--- config.mk ---
export PLATFORM = sky130hd
export DESIGN_NAME = temp_cal2pt
export DESIGN_NICKNAME = d
export VERILOG_FILES = /design/src/rtl/tcal_pkg.sv /design/src/rtl/tcal_seq_div.sv /design/src/rtl/tcal_ctrl.sv /design/src/rtl/tcal_map.sv /design/src/rtl/temp_cal2pt.sv
export SDC_FILE = /design/constraint.sdc
export NUM_CORES = 1
export LEC_CHECK = 0
export BUFFER_PORTS_ARGS = -buffer_cell sky130_fd_sc_hd__buf_2
export CORE_MARGIN = 2
export CORE_UTILIZATION = 42
export CTS_BUF_LIST = sky130_fd_sc_hd__clkbuf_8 sky130_fd_sc_hd__clkbuf_16
export DETAILED_ROUTE_END_ITERATION = 8
export GPL_TIMING_DRIVEN = 0
export PLACE_DENSITY = 0.66
export SETUP_SLACK_MARGIN = 0.5
export SYNTH_ARGS = -nofsm -noshare
export SYNTH_HDL_FRONTEND = slang
export SYNTH_HIERARCHICAL = 1
export SYNTH_SLANG_ARGS = --single-unit
--- constraint.sdc ---
create_clock -name clk -period 4.7 [get_ports clk]
set_clock_uncertainty 0.15 [all_clocks]
set_input_delay 0.47 -clock clk [delete_from_list [all_inputs] [get_ports clk]]
set_output_delay 0.47 -clock clk [all_outputs]
set_load 0.05 [all_outputs]
--- src/rtl/tcal_pkg.sv ---
package tcal_pkg;

  // pending capture request, latched when the command is issued
  typedef struct packed {
    logic armed;
    logic one_pt;
    logic sel_hi;
  } arm_t;

  localparam arm_t ARM_IDLE = '{armed: 1'b0, one_pt: 1'b0, sel_hi: 1'b0};

endpackage

--- src/rtl/tcal_seq_div.sv ---
module tcal_seq_div #(
  parameter int NUM_W = 22,
  parameter int DEN_W = 9
) (
  input  logic             clk,
  input  logic             rsn,
  input  logic             start_i,
  input  logic [NUM_W-1:0] num_i,
  input  logic [DEN_W-1:0] den_i,
  output logic             busy_o,
  output logic             done_o,
  output logic [NUM_W-1:0] quot_o
);
  localparam int CNT_W = $clog2(NUM_W + 1);

  logic             busy_q, busy_n;
  logic [CNT_W-1:0] cnt_q, cnt_n;
  logic [DEN_W-1:0] rem_q, rem_n;
  logic [NUM_W-1:0] sh_q, sh_n;
  logic [DEN_W-1:0] den_q, den_n;

  logic [DEN_W:0]   rem_sh, rem_sub;
  logic             ge;
  logic [DEN_W-1:0] rem_step;
  logic [NUM_W-1:0] sh_step;

  // one restoring step: shift a numerator bit in, subtract when possible
  always_comb begin
    rem_sh   = {rem_q, sh_q[NUM_W-1]};
    rem_sub  = rem_sh - {1'b0, den_q};
    ge       = (rem_sh >= {1'b0, den_q});
    rem_step = ge ? rem_sub[DEN_W-1:0] : rem_sh[DEN_W-1:0];
    sh_step  = {sh_q[NUM_W-2:0], ge};
  end

  always_comb begin
    busy_n = busy_q;
    cnt_n  = cnt_q;
    rem_n  = rem_q;
    sh_n   = sh_q;
    den_n  = den_q;
    if (start_i) begin
      busy_n = 1'b1;
      cnt_n  = CNT_W'(NUM_W);
      rem_n  = '0;
      sh_n   = num_i;
      den_n  = den_i;
    end else if (busy_q) begin
      rem_n = rem_step;
      sh_n  = sh_step;
      cnt_n = cnt_q - 1'b1;
      if (cnt_q == CNT_W'(1)) busy_n = 1'b0;
    end
  end

  always_ff @(posedge clk or negedge rsn) begin
    if (!rsn) begin
      busy_q <= 1'b0;
      cnt_q  <= '0;
      rem_q  <= '0;
      sh_q   <= '0;
      den_q  <= '0;
    end else begin
      busy_q <= busy_n;
      cnt_q  <= cnt_n;
      rem_q  <= rem_n;
      sh_q   <= sh_n;
      den_q  <= den_n;
    end
  end

  assign busy_o = busy_q;
  assign done_o = busy_q && (cnt_q == CNT_W'(1));
  assign quot_o = sh_step;


  start_idle_chk: assert property (@(posedge clk) disable iff (!rsn)
    start_i |-> !busy_q);


  rem_bound_chk: assert property (@(posedge clk) disable iff (!rsn)
    done_o |-> (rem_step < den_q));

endmodule

--- src/rtl/tcal_ctrl.sv ---
module tcal_ctrl
  import tcal_pkg::*;
#(
  parameter int CODE_W    = 9,
  parameter int FRAC_W    = 4,
  parameter int GAIN_FRAC = 12,
  parameter int OUT_W     = 16,
  parameter int NUM_W     = 22,
  parameter int T_LO      = 20,
  parameter int T_HI      = 80,
  parameter int T_ONE     = 50
) (
  input  logic                    clk,
  input  logic                    rsn,
  input  logic [CODE_W-1:0]       code_i,
  input  logic                    code_vld_i,
  input  logic                    cap_req_i,
  input  logic                    cap_hi_i,
  input  logic                    one_pt_i,
  input  logic                    div_busy_i,
  input  logic                    div_done_i,
  input  logic [NUM_W-1:0]        div_quot_i,
  output logic                    div_start_o,
  output logic [NUM_W-1:0]        div_num_o,
  output logic [CODE_W-1:0]       div_den_o,
  output logic                    conv_vld_o,
  output logic signed [NUM_W:0]   gain_o,
  output logic [CODE_W-1:0]       xref_o,
  output logic signed [OUT_W-1:0] tref_o,
  output logic                    cal_err_o
);
  localparam int G_W = NUM_W + 1;
  localparam int D_W = CODE_W + 1;
  localparam logic [NUM_W-1:0] NUM_TWO = NUM_W'((T_HI - T_LO) << (FRAC_W + GAIN_FRAC));
  localparam logic [NUM_W-1:0] NUM_ONE = NUM_W'(T_ONE << (FRAC_W + GAIN_FRAC));
  localparam logic signed [G_W-1:0] GAIN_RST = G_W'(1) << (FRAC_W + GAIN_FRAC);
  localparam logic signed [OUT_W-1:0] TREF_TWO = OUT_W'(T_LO << FRAC_W);

  arm_t                    arm_q, arm_n;
  logic [CODE_W-1:0]       xlo_q, xlo_n;
  logic                    pneg_q, pneg_n;
  logic [CODE_W-1:0]       pxr_q, pxr_n;
  logic signed [OUT_W-1:0] ptr_q, ptr_n;
  logic signed [G_W-1:0]   gain_q, gain_n;
  logic [CODE_W-1:0]       xr_q, xr_n;
  logic signed [OUT_W-1:0] tr_q, tr_n;
  logic                    err_q, err_n;

  logic                    accept, take, launch, zero;
  logic signed [D_W-1:0]   diff, mag;
  logic signed [G_W-1:0]   gq;

  always_comb begin
    accept = code_vld_i && !div_busy_i;
    take   = accept && arm_q.armed;
    launch = take && (arm_q.one_pt || arm_q.sel_hi);
    if (arm_q.one_pt) diff = $signed({1'b0, code_i});
    else              diff = $signed({1'b0, code_i}) - $signed({1'b0, xlo_q});
    mag    = diff[D_W-1] ? -diff : diff;
    zero   = (diff == '0);
    gq     = $signed({1'b0, div_quot_i});
  end

  assign conv_vld_o  = accept && !arm_q.armed;
  assign div_start_o = launch && !zero;
  assign div_num_o   = arm_q.one_pt ? NUM_ONE : NUM_TWO;
  assign div_den_o   = mag[CODE_W-1:0];

  always_comb begin
    arm_n  = arm_q;
    xlo_n  = xlo_q;
    pneg_n = pneg_q;
    pxr_n  = pxr_q;
    ptr_n  = ptr_q;
    gain_n = gain_q;
    xr_n   = xr_q;
    tr_n   = tr_q;
    err_n  = err_q;
    if (take) arm_n.armed = 1'b0;
    if (cap_req_i) arm_n = '{armed: 1'b1, one_pt: one_pt_i, sel_hi: cap_hi_i};
    if (take && !arm_q.one_pt && !arm_q.sel_hi) xlo_n = code_i;
    if (launch) begin
      err_n = zero;
      if (!zero) begin
        pneg_n = diff[D_W-1];
        pxr_n  = arm_q.one_pt ? '0 : xlo_q;
        ptr_n  = arm_q.one_pt ? '0 : TREF_TWO;
      end
    end
    if (div_done_i) begin
      gain_n = pneg_q ? -gq : gq;
      xr_n   = pxr_q;
      tr_n   = ptr_q;
    end
  end

  always_ff @(posedge clk or negedge rsn) begin
    if (!rsn) begin
      arm_q  <= ARM_IDLE;
      xlo_q  <= '0;
      pneg_q <= 1'b0;
      pxr_q  <= '0;
      ptr_q  <= '0;
      gain_q <= GAIN_RST;
      xr_q   <= '0;
      tr_q   <= '0;
      err_q  <= 1'b0;
    end else begin
      arm_q  <= arm_n;
      xlo_q  <= xlo_n;
      pneg_q <= pneg_n;
      pxr_q  <= pxr_n;
      ptr_q  <= ptr_n;
      gain_q <= gain_n;
      xr_q   <= xr_n;
      tr_q   <= tr_n;
      err_q  <= err_n;
    end
  end

  assign gain_o    = gain_q;
  assign xref_o    = xr_q;
  assign tref_o    = tr_q;
  assign cal_err_o = err_q;


  err_no_busy_chk: assert property (@(posedge clk) disable iff (!rsn)
    err_q |-> !div_busy_i);


  gain_hold_chk: assert property (@(posedge clk) disable iff (!rsn)
    !div_busy_i |=> $stable(gain_q));

endmodule

--- src/rtl/tcal_map.sv ---
module tcal_map #(
  parameter int CODE_W    = 9,
  parameter int FRAC_W    = 4,
  parameter int GAIN_FRAC = 12,
  parameter int OUT_W     = 16,
  parameter int G_W       = 23,
  parameter int T_MAX     = 100
) (
  input  logic                    clk,
  input  logic                    rsn,
  input  logic                    vld_i,
  input  logic [CODE_W-1:0]       code_i,
  input  logic signed [G_W-1:0]   gain_i,
  input  logic [CODE_W-1:0]       xref_i,
  input  logic signed [OUT_W-1:0] tref_i,
  output logic signed [OUT_W-1:0] temp_o,
  output logic                    vld_o,
  output logic                    oor_o
);
  localparam int D_W = CODE_W + 1;
  localparam int P_W = D_W + G_W;
  localparam int S_W = P_W + 1;
  localparam logic signed [S_W-1:0] SAT_HI = S_W'((1 << (OUT_W - 1)) - 1);
  localparam logic signed [S_W-1:0] SAT_LO = -SAT_HI - S_W'(1);
  localparam logic signed [S_W-1:0] LIM_HI = S_W'(T_MAX << FRAC_W);

  logic                    v1_q, v2_q, v3_q;
  logic signed [D_W-1:0]   d1_q, d1_n;
  logic signed [P_W-1:0]   p2_q, p2_n;
  logic signed [OUT_W-1:0] t3_q, t3_n;
  logic                    o3_q, o3_n;
  logic signed [P_W-1:0]   shifted;
  logic signed [S_W-1:0]   sum;

  always_comb begin
    d1_n    = $signed({1'b0, code_i}) - $signed({1'b0, xref_i});
    p2_n    = P_W'(d1_q) * P_W'(gain_i);
    shifted = p2_q >>> GAIN_FRAC;
    sum     = S_W'(shifted) + S_W'(tref_i);
    o3_n    = (sum < 0) || (sum > LIM_HI);
    if (sum > SAT_HI)      t3_n = OUT_W'(SAT_HI);
    else if (sum < SAT_LO) t3_n = OUT_W'(SAT_LO);
    else                   t3_n = sum[OUT_W-1:0];
  end

  always_ff @(posedge clk or negedge rsn) begin
    if (!rsn) begin
      v1_q <= 1'b0;
      v2_q <= 1'b0;
      v3_q <= 1'b0;
      d1_q <= '0;
      p2_q <= '0;
      t3_q <= '0;
      o3_q <= 1'b0;
    end else begin
      v1_q <= vld_i;
      v2_q <= v1_q;
      v3_q <= v2_q;
      if (vld_i) d1_q <= d1_n;
      if (v1_q)  p2_q <= p2_n;
      if (v2_q) begin
        t3_q <= t3_n;
        o3_q <= o3_n;
      end
    end
  end

  assign temp_o = t3_q;
  assign vld_o  = v3_q;
  assign oor_o  = v3_q && o3_q;


  lat_three_chk: assert property (@(posedge clk) disable iff (!rsn)
    vld_o |-> $past(vld_i, 3));


  in_range_chk: assert property (@(posedge clk) disable iff (!rsn)
    (vld_o && !oor_o) |-> (temp_o >= 0 && temp_o <= OUT_W'(T_MAX << FRAC_W)));

endmodule

--- src/rtl/temp_cal2pt.sv ---
module temp_cal2pt #(
  parameter int CODE_W    = 9,
  parameter int FRAC_W    = 4,
  parameter int GAIN_FRAC = 12,
  parameter int OUT_W     = 16,
  parameter int T_LO      = 20,
  parameter int T_HI      = 80,
  parameter int T_ONE     = 50,
  parameter int T_MAX     = 100
) (
  input  logic              clk,
  input  logic              rst_n,
  input  logic [CODE_W-1:0] code_i,
  input  logic              code_vld_i,
  input  logic              cap_req_i,
  input  logic              cap_hi_i,
  input  logic              one_pt_i,
  output logic [OUT_W-1:0]  temp_o,
  output logic              temp_vld_o,
  output logic              oor_o,
  output logic              busy_o,
  output logic              cal_err_o
);
  localparam int SPAN_MAX = ((T_HI - T_LO) > T_ONE) ? (T_HI - T_LO) : T_ONE;
  localparam int TW       = $clog2(SPAN_MAX + 1);
  localparam int NUM_W    = TW + FRAC_W + GAIN_FRAC;
  localparam int G_W      = NUM_W + 1;

  logic [1:0] rs_q;
  logic       rsn;

  // asynchronous assertion, synchronous release
  always_ff @(posedge clk or negedge rst_n) begin
    if (!rst_n) rs_q <= 2'b00;
    else        rs_q <= {rs_q[0], 1'b1};
  end
  assign rsn = rs_q[1];

  logic                    div_start, div_busy, div_done;
  logic [NUM_W-1:0]        div_num, div_quot;
  logic [CODE_W-1:0]       div_den;
  logic                    conv_vld;
  logic signed [G_W-1:0]   gain;
  logic [CODE_W-1:0]       xref;
  logic signed [OUT_W-1:0] tref, temp_s;

  tcal_ctrl #(
    .CODE_W(CODE_W), .FRAC_W(FRAC_W), .GAIN_FRAC(GAIN_FRAC), .OUT_W(OUT_W),
    .NUM_W(NUM_W), .T_LO(T_LO), .T_HI(T_HI), .T_ONE(T_ONE)
  ) u_ctrl (
    .clk(clk), .rsn(rsn), .code_i(code_i), .code_vld_i(code_vld_i),
    .cap_req_i(cap_req_i), .cap_hi_i(cap_hi_i), .one_pt_i(one_pt_i),
    .div_busy_i(div_busy), .div_done_i(div_done), .div_quot_i(div_quot),
    .div_start_o(div_start), .div_num_o(div_num), .div_den_o(div_den),
    .conv_vld_o(conv_vld), .gain_o(gain), .xref_o(xref), .tref_o(tref),
    .cal_err_o(cal_err_o)
  );

  tcal_seq_div #(.NUM_W(NUM_W), .DEN_W(CODE_W)) u_div (
    .clk(clk), .rsn(rsn), .start_i(div_start), .num_i(div_num), .den_i(div_den),
    .busy_o(div_busy), .done_o(div_done), .quot_o(div_quot)
  );

  tcal_map #(
    .CODE_W(CODE_W), .FRAC_W(FRAC_W), .GAIN_FRAC(GAIN_FRAC), .OUT_W(OUT_W),
    .G_W(G_W), .T_MAX(T_MAX)
  ) u_map (
    .clk(clk), .rsn(rsn), .vld_i(conv_vld), .code_i(code_i), .gain_i(gain),
    .xref_i(xref), .tref_i(tref), .temp_o(temp_s), .vld_o(temp_vld_o), .oor_o(oor_o)
  );

  assign temp_o = temp_s;
  assign busy_o = div_busy;


  no_out_busy_chk: assert property (@(posedge clk) disable iff (!rsn)
    temp_vld_o |-> !$past(busy_o, 3));


  oor_qual_chk: assert property (@(posedge clk) disable iff (!rsn)
    oor_o |-> temp_vld_o);

endmodule

==> impl_metrics.env <==
export IMPL_clock_sinks=156
export IMPL_rsz0062_at_grt="yes"
export IMPL_period_share_pct=127
export IMPL_grt_overflow=0
export IMPL_coreArea_sq_um=41700
export IMPL_synth_largest_area_cell="fa_1"
export IMPL_synthFlopType="dfrtp_1"
export IMPL_root_buffer="clkbuf_16"
export IMPL_synthArstFlopShare_pct=100
export IMPL_clk_latency_ps=460
export IMPL_crit_type="reg2reg"
export IMPL_hold_violations=0
export IMPL_gp_congestion=0.899
export IMPL_vias_per_cell=5.05
export IMPL_area_growth_synth_to_final_pct=18.2
export IMPL_diodes=0
export IMPL_yosysWarningCount=6
export IMPL_io_pins=35
export IMPL_cts_tree="yes"
export IMPL_finalSetupViolCount=21
export IMPL_crit_required_ps=4880
export IMPL_worst_ep_arrival_time_ps=6150
export IMPL_drive_gt1_share_pct=23.5
export IMPL_vias=13200
export IMPL_setup_tns_ps=-18860
export IMPL_grt_max_degree=62
export IMPL_worstSetupEndpointType="register"
export IMPL_post_dp_hpwl_um=31900
export IMPL_cp_max_fo=5
export IMPL_dieArea_sq_um=43600
export IMPL_start_kind="register"
export IMPL_die_w_um=209
export IMPL_cts_htree_levels=4
export IMPL_start_util_pct=42.3
export IMPL_synth_edf_count=0
export IMPL_final_max_slew_viol_count=0
export IMPL_dp_cells=2496
export IMPL_finalNonFillerCells=2607
export IMPL_grt_pass1_vias=13900
export IMPL_wire_per_inst_um=15.7
export IMPL_die_height_um=209
export IMPL_numCtsBuffers=17
export IMPL_layout_setup_ws_ps=-1270
export IMPL_drt_iter0_markers=535
export IMPL_antenna_found_initial=0
export IMPL_synth_seq_cells=156
export IMPL_clock_path_buffers=2
export IMPL_cts_clk_slew_worst_paths_ps=70
export IMPL_hold_path_cell_count=3
export IMPL_relSlewSlack_pct=48.0
export IMPL_period_needed_ps=5970
export IMPL_drv_cap=0
export IMPL_dr_pass1_iters=5
export IMPL_dpl_worst_slack_ps=-1630
export IMPL_portBuffers=34
export IMPL_synth_cell_type_count=102
export IMPL_r2r_worst_path_cells=22
export IMPL_max_freq_mhz=168
export IMPL_synthMostInstantiatedCell="inv_1"
export IMPL_grt_first_pass_wirelength_um=67600
export IMPL_ant_nets=0
export IMPL_grt_usage_pct=19.3
export IMPL_hp_class="in2reg"
export IMPL_syn_inst=1890
export IMPL_yosys_area_top_type_share_pct=22.5
export IMPL_final_util_pct=50.0
export IMPL_wirelength_um=41000
export IMPL_num_rows=75
export IMPL_synth_seq_area_share_pct=22.2
export IMPL_drc_errors=0
export IMPL_tightest_slew_ps=781
export IMPL_failed_checks="negative setup slack"
export IMPL_synthTopCellsByCount="inv_1 (295), nand2_1 (199), fa_1 (198)"
export IMPL_netlist_area_sq_um=17600
export IMPL_fin_nets=2392
export IMPL_synthTopCellsByArea="fa_1 (22%), dfrtp_1 (22%), ha_1 (8.8%), inv_1 (6.3%), nand2_1 (4.2%)"
export IMPL_synth_area_per_cell_sq_um=9.32
export IMPL_status="complete, but fails checks"
area by class of cell:
cell class                 instances  area, sq um
buffer                           139         1110
clock buffer                      17          425
clock inverter                    15          190
fill                            3807        20800
inverter                         299         1130
multi-input combinational       1327        12500
sequential                       156         3920
tap                              539          674
timing repair buffer             115          882
cell families after synthesis:
logic type	Yosys count	synth area share [%]
compound gates	293	12.1
xor+xnor	85	4.27
fa+ha+maj	322	31.3
buf+inv	438	10.9
flops	156	22.2
mux	82	5.25
other cells	3	0.0639
simple gates	511	14.0
registers in the layout, indices dropped and copies added (netlist names), 9 cells and up:
register       flops
u_div/den_q        9
u_ctrl/pxr_q       9
u_div/rem_q        9
u_map/d1_q        10
u_ctrl/gain_o     23
u_ctrl/xlo_q       9
u_map/p2_q        21
u_ctrl/xref_o      9
u_map/temp_o      16
u_div/sh_q        22
path summary, 6_finish.rpt:
check	startpoint	to	slack (ps)
worst max-delay path	u_map/d1_q[8]	u_map/p2_q[25]	-1270
worst min-delay path	one_pt_i	u_ctrl/arm_q[1]	80
worst max register to register	u_map/d1_q[8]	u_map/p2_q[25]	-1270
worst min register to register	rs_q[0]	rs_q[1]	210
max in group asynchronous	rs_q[1]	u_ctrl/gain_o[16]	3440
min in group asynchronous	rst_n	rs_q[1]	180
metrics by stage:
step | cell area (sq um) | hold WS, ps
final | 20800 | 80.4
after global routing | 20800 | 86.1
after CTS | 20300 | 61.9
after detailed placement | 19100 | 112
after global placement | 19100 | 111
after floorplan | 18200 | 24.4
worst max-delay path, stage by stage, from the launching register on:
cell and delay [ps]:
dfrtp_2 460, buf_4 160, clkbuf_16 140, and2_1 140, fa_1 450, fa_1 520
fa_1 430, fa_1 490, inv_1 50, fa_1 520, inv_1 60, ha_4 170
a211oi_4 280, o21ai_4 110, a2111oi_4 380, a2111oi_4 70, buf_4 170, buf_4 140
buf_4 130, a221o_1 330, a21oi_2 140, xnor2_1 80, mux2_4 270
per-layer routing:
| layer | vias to the layer above | part of all wire (%) | track usage (%) |
|---|---|---|---|
| met5 | - | 0 | 0 |
| met4 | 0 | 3.2 | 7.86 |
| met3 | 82 | 3.8 | 2.60 |
| met2 | 276 | 51 | 34.6 |
| met1 | 6477 | 42 | 23.2 |
| li1 | 6331 | - | - |
what timing repair did:
item / 4_1_cts / 5_1_grt
hold buffers: 1 / 0
pin swaps: 30 / 52
buffers inserted: 37 / 39
endpoints found under the hold margin: 2 / 0
cloned: 1 / 1
gates resized for setup: 66 / 91
endpoints found under the setup margin: 21 / 46
placed cells by master, fill, tap and decap left out, types with 33 or more instances in the layout:
cell type  instances
buf_4            129
xor2_1            37
ha_1             108
inv_1            282
dfrtp_1          144
a21oi_1           61
mux2_2            33
buf_2             39
xnor2_1           43
nor2_1           107
fa_1             187
conb_1            34
nand2_1          178
and2_1            77
o21ai_0           57
Power is not shown: default switching activity piles up to over one toggle a cycle in this logic, so the estimate is an artifact.
